<file path="src/rtl/bpc_pkg.sv">
package bpc_pkg;
  localparam int GAIN_W = 2;
  localparam int BAL_N  = 4;
  localparam int CTRL_W = GAIN_W + 2 + BAL_N;
  localparam int STAT_W = 8;
  localparam int FLAG_N = 3;

  typedef struct packed {
    logic [BAL_N-1:0]  bal;
    logic              dsg;
    logic              chg;
    logic [GAIN_W-1:0] gain;
  } ctrl_t;
endpackage

</file>
<file path="src/rtl/bpc_ctrl_reg.sv">
module bpc_ctrl_reg
  import bpc_pkg::*;
(
  input  logic  clk,
  input  logic  rst_n,
  input  logic  wr_en,
  input  ctrl_t wr_data,
  output ctrl_t ctrl_d,
  output ctrl_t ctrl_q
);
  always_comb ctrl_d = wr_en ? wr_data : ctrl_q;

  always_ff @(posedge clk or negedge rst_n) begin
    if (!rst_n) ctrl_q <= '0;
    else        ctrl_q <= ctrl_d;
  end

  // an accepted write lands in the register on that same edge
  p_write_lands_r8: assert property (@(posedge clk) disable iff (!rst_n)
    wr_en |=> ctrl_q == $past(wr_data));
endmodule

</file>
<file path="src/rtl/bpc_fet_hold.sv">
module bpc_fet_hold
  import bpc_pkg::*;
(
  input  logic clk,
  input  logic rst_n,
  input  logic prot_active,
  input  logic chg_next,
  input  logic dsg_next,
  output logic chg_fet_n,
  output logic dsg_fet_n
);
  logic chg_lat, dsg_lat;

  always_ff @(posedge clk or negedge rst_n) begin
    if (!rst_n) begin
      chg_lat <= 1'b0;
      dsg_lat <= 1'b0;
    end else if (!prot_active) begin
      chg_lat <= chg_next;
      dsg_lat <= dsg_next;
    end
  end

  assign chg_fet_n = ~chg_lat;
  assign dsg_fet_n = ~dsg_lat;

  p_fet_frozen_r5: assert property (@(posedge clk) disable iff (!rst_n)
    prot_active |=> $stable(chg_fet_n) && $stable(dsg_fet_n));

  // outside protection the pins track the enables, active low
  p_fet_track_r2: assert property (@(posedge clk) disable iff (!rst_n)
    !prot_active |=> chg_fet_n == !$past(chg_next));
  p_fet_track_r3: assert property (@(posedge clk) disable iff (!rst_n)
    !prot_active |=> dsg_fet_n == !$past(dsg_next));
endmodule

</file>
<file path="src/rtl/bpc_status_pack.sv">
module bpc_status_pack
  import bpc_pkg::*;
(
  input  logic              clk,
  input  logic              rst_n,
  input  logic              load,
  input  logic              rsp_ready,
  input  logic              chg_ctl_flag,
  input  logic              uv_det,
  input  logic              vreg_unsettled,
  input  logic              oc_det,
  output logic              rsp_valid,
  output logic [STAT_W-1:0] rsp_data
);
  logic [STAT_W-1:0] word;

  always_comb begin
    word[0] = vreg_unsettled | oc_det;
    word[1] = uv_det;
    word[2] = chg_ctl_flag;
  end

  for (genvar i = FLAG_N; i < STAT_W; i++) begin : g_pad
    assign word[i] = 1'b0;
  end

  always_ff @(posedge clk or negedge rst_n) begin
    if (!rst_n) begin
      rsp_valid <= 1'b0;
      rsp_data  <= '0;
    end else if (load) begin
      rsp_valid <= 1'b1;
      rsp_data  <= word;
    end else if (rsp_ready) begin
      rsp_valid <= 1'b0;
    end
  end

  p_pad_zero_r6: assert property (@(posedge clk) disable iff (!rst_n)
    rsp_valid |-> rsp_data[STAT_W-1:FLAG_N] == '0);

  p_rsp_hold_r9: assert property (@(posedge clk) disable iff (!rst_n)
    rsp_valid && !rsp_ready |=> rsp_valid && $stable(rsp_data));

  p_or_bit_r6: assert property (@(posedge clk) disable iff (!rst_n)
    load |=> rsp_data[0] == ($past(vreg_unsettled) || $past(oc_det)));
endmodule

</file>
<file path="src/rtl/bpc_prot_ctrl.sv">
module bpc_prot_ctrl
  import bpc_pkg::*;
(
  input  logic              clk,
  input  logic              rst_n,
  input  logic              cmd_valid,
  output logic              cmd_ready,
  input  logic              cmd_write,
  input  logic [CTRL_W-1:0] cmd_wdata,
  output logic              rsp_valid,
  input  logic              rsp_ready,
  output logic [STAT_W-1:0] rsp_data,
  input  logic              prot_active,
  input  logic              chg_ctl_flag,
  input  logic              uv_det,
  input  logic              vreg_unsettled,
  input  logic              oc_det,
  output logic [GAIN_W-1:0] gain_sel,
  output logic              chg_fet_n,
  output logic              dsg_fet_n,
  output logic [BAL_N-1:0]  bal_en
);
  logic  accept, wr_en, rd_en;
  ctrl_t ctrl_d, ctrl_q;

  assign cmd_ready = ~rsp_valid | rsp_ready;
  assign accept    = cmd_valid & cmd_ready;
  assign wr_en     = accept & cmd_write;
  assign rd_en     = accept & ~cmd_write;

  bpc_ctrl_reg u_reg (
    .clk     (clk),
    .rst_n   (rst_n),
    .wr_en   (wr_en),
    .wr_data (ctrl_t'(cmd_wdata)),
    .ctrl_d  (ctrl_d),
    .ctrl_q  (ctrl_q)
  );

  bpc_fet_hold u_fet (
    .clk         (clk),
    .rst_n       (rst_n),
    .prot_active (prot_active),
    .chg_next    (ctrl_d.chg),
    .dsg_next    (ctrl_d.dsg),
    .chg_fet_n   (chg_fet_n),
    .dsg_fet_n   (dsg_fet_n)
  );

  bpc_status_pack u_stat (
    .clk            (clk),
    .rst_n          (rst_n),
    .load           (rd_en),
    .rsp_ready      (rsp_ready),
    .chg_ctl_flag   (chg_ctl_flag),
    .uv_det         (uv_det),
    .vreg_unsettled (vreg_unsettled),
    .oc_det         (oc_det),
    .rsp_valid      (rsp_valid),
    .rsp_data       (rsp_data)
  );

  assign gain_sel = ctrl_q.gain;

  for (genvar b = 0; b < BAL_N; b++) begin : g_bal
    assign bal_en[b] = ctrl_q.bal[b];
  end

  p_bal_follow_r4: assert property (@(posedge clk) disable iff (!rst_n)
    wr_en |=> bal_en == $past(cmd_wdata[CTRL_W-1:GAIN_W+2]));

  p_gain_follow_r1: assert property (@(posedge clk) disable iff (!rst_n)
    wr_en |=> gain_sel == $past(cmd_wdata[GAIN_W-1:0]));

  p_read_rises_r9: assert property (@(posedge clk) disable iff (!rst_n)
    rd_en |=> rsp_valid);
endmodule

</file>
<file path="config.mk">
export PLATFORM = sky130hd
export DESIGN_NAME = bpc_prot_ctrl
export DESIGN_NICKNAME = d
export VERILOG_FILES = /design/src/rtl/bpc_pkg.sv /design/src/rtl/bpc_ctrl_reg.sv /design/src/rtl/bpc_fet_hold.sv /design/src/rtl/bpc_status_pack.sv /design/src/rtl/bpc_prot_ctrl.sv
export SDC_FILE = /design/constraint.sdc
export NUM_CORES = 1
export LEC_CHECK = 0
export BUFFER_PORTS_ARGS = -buffer_cell sky130_fd_sc_hd__buf_4
export CORE_MARGIN = 2
export CORE_UTILIZATION = 40
export CTS_CLUSTER_DIAMETER = 120
export DETAILED_ROUTE_END_ITERATION = 6
export HOLD_SLACK_MARGIN = 0.08
export PLACE_DENSITY = 0.71
export SYNTH_ARGS = -nofsm -noshare
export SYNTH_HDL_FRONTEND = slang
export SYNTH_SLANG_ARGS = --single-unit
</file>
<file path="constraint.sdc">
create_clock -name clk -period 1.64 [get_ports clk]
set_input_delay 0 -clock clk [delete_from_list [all_inputs] [get_ports clk]]
set_output_delay 0 -clock clk [all_outputs]
set_load 0.1 [all_outputs]
</file>
==> Yosys cells after proc, flatten, opt, wreduce, memory -nomap -nowiden <==
Cells that the tools add are included.
{ "totals": {"register_bits": 14, "output_inout_bits": 18} }
{ "op_classes": {"mux": 3, "bitwise": 9, "n_reduce_logical": 1} }
{ "op_table": {"columns": ["op", "n"], "rows": [
  ["$mux W4", 1],
  ["$not A1 Y1", 4],
  ["$and A1 B1 Y1", 3],
  ["$mux W1", 2],
  ["$or A1 B1 Y1", 2],
  ["$reduce_bool A2 Y1", 1]
]} }

==> Longest topological paths before layout <==
{ "logic_depth": {"word_depth": 5, "depth_mapped": 5, "mapped_depth_nobuf": 3} }

==> Hierarchy <==
Synthesis repeated with hierarchy kept, for this count alone.
{ "unflattened": {"hier_cells": 43, "hier_area_um2": 629.4} }
{ "by_module_without_submodules": {"columns": ["module", "instances", "cells_each", "area_per_inst_um2", "seq_area_each_um2"], "rows": [
  ["bpc_ctrl_reg", 1, 17, 331.6, 200.2],
  ["bpc_status_pack", 1, 17, 188.9, 100.1],
  ["bpc_fet_hold", 1, 6, 80.1, 50.0],
  ["bpc_prot_ctrl", 1, 3, 28.8, 0.0]
]} }

==> Worst setup path before layout <==
Ideal clock, no wire load.
{ "synth_timing": {"path_type": "reg2reg", "startpoint": "reg u_stat.rsp_valid", "endpoint": "reg, netlist name u_reg.ctrl_q[0]", "arrival_ns": 1.815, "required_ns": 1.515, "setup_slack_ns": -0.301, "stages_incl_launch_ff": 6, "path_buffers": 2, "synth_period_minus_slack_ns": 1.941, "cell_sequence": "dfrtp_1 > nand2b_4 > buf_6 > and2_4 > buf_6 > mux2_4"} }
{ "synth_between": {"elab_chain_len": 4} }
{ "synth_rtl": {"columns": ["item", "line", "text"], "rows": [
  ["start, declared", "bpc_status_pack.sv:12", "output logic rsp_valid,"],
  ["start signal, assigned", "bpc_status_pack.sv:29", "rsp_valid <= 1'b0;"],
  ["start signal, assigned", "bpc_status_pack.sv:32", "rsp_valid <= 1'b1;"],
  ["start signal, assigned", "bpc_status_pack.sv:35", "rsp_valid <= 1'b0;"],
  ["$not A1 Y1", "bpc_prot_ctrl.sv:26", "assign cmd_ready = ~rsp_valid | rsp_ready;"],
  ["$or A1 B1 Y1", "bpc_prot_ctrl.sv:26", null],
  ["via cmd_ready", "bpc_prot_ctrl.sv:7", "output logic cmd_ready,"],
  ["$and A1 B1 Y1", "bpc_prot_ctrl.sv:27", "assign accept = cmd_valid & cmd_ready;"],
  ["$and A1 B1 Y1", "bpc_prot_ctrl.sv:28", "assign wr_en = accept & cmd_write;"]
]} }
The timed path passes the listed nets, and every way through them passes these cells.
A chain may end at the register's enable or synchronous reset.

==> Worst setup path after layout <==
{ "layout_timing": {"startpoint": "reg u_stat.rsp_valid", "endpoint": "reg, netlist name u_reg.ctrl_q[5]"} }
{ "layout_between": {"elab_chain_len": 4} }
{ "layout_rtl": {"columns": ["item", "line"], "rows": [
  ["$not A1 Y1", "bpc_prot_ctrl.sv:26"],
  ["$or A1 B1 Y1", "bpc_prot_ctrl.sv:26"],
  ["$and A1 B1 Y1", "bpc_prot_ctrl.sv:27"],
  ["$and A1 B1 Y1", "bpc_prot_ctrl.sv:28"]
]} }
No other way between the ends.

==> out/summary.json <==
{
  "grt-busiest-layer": {"value": "met2"},
  "critical_path.max_fanout": {"value": 10},
  "final_layout_size_suffix_gt1_share": {"value": 46.9, "unit": "%"},
  "total_of_endpoints_with_negative_setup_slack_in_the_final_report": {"value": 0},
  "max_cap_violations": {"value": 0},
  "die_h": {"value": 46.5, "unit": "µm"},
  "timing.critical_path.buf_inv": {"value": 0},
  "number_of_enable_type_register_cells_in_the_synthesized_netlist": {"value": 0},
  "globalRouteMet2Util": {"value": 23.3, "unit": "%"},
  "drt_pass1_iterations": {"value": 3},
  "setup_tns": {"value": 0, "unit": "ps"},
  "global_route.usage.met3": {"value": 2.35, "unit": "%"},
  "worstSetupStartpointType": {"value": "flop"},
  "cts_repair_resize_count": {"value": 0},
  "antenna_found_initial": {"value": 0},
  "fmaxAchievable": {"value": 774, "unit": "MHz"},
  "floorplan.initialDensity": {"value": 42.3, "unit": "%"},
  "finish.net_count": {"value": 117},
  "chipWidth": {"value": 46.5, "unit": "µm"},
  "power_per_cell_area": {"value": 1260, "unit": "mW/mm²"},
  "synth_flop_cell": {"value": "sky130_fd_sc_hd__dfrtp_1"},
  "drc_errors": {"value": 0},
  "antenna_violating_nets_post_route": {"value": 0},
  "yosys_warnings": {"value": 0},
  "final_min_period_over_clock_period": {"value": 78.8, "unit": "%"},
  "path_clk_slew": {"value": 90, "unit": "ps"},
  "coreArea": {"value": 0.00171, "unit": "mm²"},
  "timing.setup.critical_path_class": {"value": "flop to flop"},
  "fin_crit": {"value": 1290, "unit": "ps"},
  "finish.utilization": {"value": 62.6, "unit": "%"},
  "flow.area_growth_from_synthesis": {"value": 48.0, "unit": "%"},
  "post_synth_num_cell_types": {"value": 18},
  "core.rowCount": {"value": 15},
  "io_buffer_count": {"value": 30},
  "cp_top_family": {"value": "flip-flops"},
  "synth-adder-area-share": {"value": 0, "unit": "%"},
  "via_count_of_the_first_global_routing_pass": {"value": 481},
  "cts_tree": {"value": "done"},
  "timing.rr.start": {"value": "u_stat.rsp_valid$_DFFE_PN0P_"},
  "clk_root_buffer_cell": {"value": "sky130_fd_sc_hd__clkbuf_4"},
  "synthMuxAreaShare": {"value": 17.0, "unit": "%"},
  "routed_wirelength": {"value": 1340, "unit": "µm"},
  "yosysSeqAreaShare": {"value": 48.5, "unit": "%"},
  "clockBufferDepth": {"value": 2},
  "run_status": {"value": "complete, no violations"},
  "grt_use_met1": {"value": 16.6, "unit": "%"},
  "ir_drop": {"value": 683, "unit": "µV"},
  "drc_marker_count_from_the_first_detailed_route_iteration": {"value": 5},
  "wl_per_cell": {"value": 10.9, "unit": "µm"},
  "clock_skew": {"value": 6.37, "unit": "ps"},
  "cts_buffers": {"value": 3},
  "final_cell_mix": {"value": "sky130_fd_sc_hd__buf_4, sky130_fd_sc_hd__dlygate4sd3_1, sky130_fd_sc_hd__dfrtp_1"},
  "synth_top_family_by_area": {"value": "buffers and inverters"},
  "post_synth_inst_count": {"value": 58},
  "multi_input_comb_area": {"value": 263, "unit": "µm²"},
  "clock_latency_of_the_later_clocked_register_in_the_worst_skew_pair": {"value": 270, "unit": "ps"},
  "weighted_congestion_reported_at_the_end_of_routability_driven_placement": {"value": 0.733},
  "wire_length_of_the_first_global_routing_pass": {"value": 2050, "unit": "µm"},
  "cellLeakagePower": {"value": 0.000530, "unit": "µW"},
  "hold_viol_final": {"value": 0},
  "post_drt_via_cell_ratio": {"value": 4.31},
  "post_synth_instance_area": {"value": 722, "unit": "µm²"},
  "regArea": {"value": 354, "unit": "µm²"},
  "insertedDiodeCount": {"value": 0},
  "synthDominantAreaCellType": {"value": "sky130_fd_sc_hd__dfrtp_1"},
  "die_outline_area": {"value": 0.00216, "unit": "mm²"},
  "hpwlAfterDp": {"value": 929, "unit": "µm"},
  "synth_compound_gate_area_share": {"value": 5.89, "unit": "%"},
  "avgSynthCellArea": {"value": 12.4, "unit": "µm²"},
  "overall_via_count_from_detail_route": {"value": 530},
  "worstPathArrival": {"value": 1450, "unit": "ps"},
  "overflow": {"value": 0},
  "min-delay-path-class": {"value": "input pin to async pin"},
  "slew_viol_final": {"value": 0},
  "yosys_register_bits": {"value": 14},
  "synthesized_area_fraction_occupied_by_xor_and_xnor_cells": {"value": 0, "unit": "%"},
  "synth_simple_gate_area_share": {"value": 10.9, "unit": "%"},
  "synth_async_sr_flop_share": {"value": 100, "unit": "%"},
  "critical_path_data_required_time": {"value": 1800, "unit": "ps"},
  "worstSetupEndpointType": {"value": "flop"},
  "rsz0062_at_grt": {"value": "no"},
  "timing.critical_path.from": {"value": "u_stat.rsp_valid$_DFFE_PN0P_"},
  "floorplan.io_pins": {"value": 36},
  "htree_num_levels": {"value": 1},
  "slowest_delay": {"value": 490, "unit": "ps"},
  "grt_start_max_net_pins": {"value": 15},
  "most_common_library_cell_in_the_layout_ignoring_fill_and_taps": {"value": "sky130_fd_sc_hd__buf_4"},
  "cts_num_sinks": {"value": 14},
  "cpMaxStageDelayCell": {"value": "sky130_fd_sc_hd__dfrtp_4"},
  "synth.top_cell.area_share": {"value": 48.5, "unit": "%"},
  "post_synth_main_area_contributors": {"value": "sky130_fd_sc_hd__dfrtp_1, sky130_fd_sc_hd__mux2_4, sky130_fd_sc_hd__buf_4, sky130_fd_sc_hd__o311ai_2, sky130_fd_sc_hd__buf_6"},
  "cell_by_cell_trace_of_the_critical_path": {"value": "nand2b_4, and2_4, mux2_4"},
  "final.fill_count": {"value": 143},
  "grt_use_total": {"value": 13.8, "unit": "%"}
}
repair_timing:
action | 4_1_cts | 5_1_grt
setup buffers | 0 | 0
endpoints found under the hold margin | 28 | 0
hold buffers | 15 | 0
setup endpoints to repair | 0 | 0
metrics by stage:
step           instances  area, µm²  setup WS, ps  hold slack (ps)  total power [µW]
6_report             123       1070           348              100              1350
5_1_grt              123       1070           297              105              1400
4_1_cts              123       1070           343             97.5              1360
3_5_place_dp         104        892           362             -141              1130
3_3_place_gp         104        892           387             -144              1120
2_1_floorplan         62        749          4.33             -296              1050
cell families after synthesis:
kind of cell / count (synthesis)
buffers and inverters: 18
DFF: 14
and+or+nand+nor: 12
muxes: 9
AOI/OAI and AO/OA: 4
other: 1
path summary, 6_finish.rpt:
path | endpoint | slack, ps | cells after the start
max reg2reg | u_reg.ctrl_q[5]$_DFFE_PN0P_ | 350 | 3
min reg2reg | u_fet.dsg_lat$_DFFE_PN0N_ | 490 | 2
max | u_reg.ctrl_q[5]$_DFFE_PN0P_ | 350 | 3
max in group asynchronous | u_stat.rsp_valid$_DFFE_PN0P_ | 1360 | 2
min in group clk | u_stat.rsp_valid$_DFFE_PN0P_ | 110 | 3
min | u_fet.chg_lat$_DFFE_PN0N_ | 100 | 2
Yosys cell counts (2+ instances only):
cell type,number
sky130_fd_sc_hd__dfrtp_1,14
sky130_fd_sc_hd__buf_4,11
sky130_fd_sc_hd__mux2_4,6
sky130_fd_sc_hd__inv_1,5
sky130_fd_sc_hd__nand2_1,3
sky130_fd_sc_hd__buf_6,2
sky130_fd_sc_hd__mux2_2,2
sky130_fd_sc_hd__nand3_1,2
sky130_fd_sc_hd__nand4b_1,2
sky130_fd_sc_hd__o21ai_0,2
sky130_fd_sc_hd__o311ai_2,2
layout make-up:
class / count / area share, %
flip-flops and latches: 14 / 33.1
repair buffers: 45 / 35.1
well taps: 25 / 2.93
inverters: 5 / 1.76
multi-input cells: 30 / 24.6
clock buffers: 4 / 2.46
power by group:
group	internal [µW]	switching (µW)	leakage, µW
Sequential	406	31.7	0.000165
Clock	94.1	106	0.0000150
Combinational	185	527	0.000350
Total	684	664	0.000530
registers in the layout, indices dropped and copies added (netlist names):
name              count
u_reg.ctrl_q          8
u_fet.dsg_lat         1
u_fet.chg_lat         1
u_stat.rsp_valid      1
u_stat.rsp_data       3
per-layer routing:
metal	vias to the layer above	wire [µm]	share of wire (%)
met2	16	717	54
met5	-	0	0
met1	257	562	42
met3	0	56	4.2
met4	0	0	0
li1	257	-	-
Power figures use the tool's default switching activity.
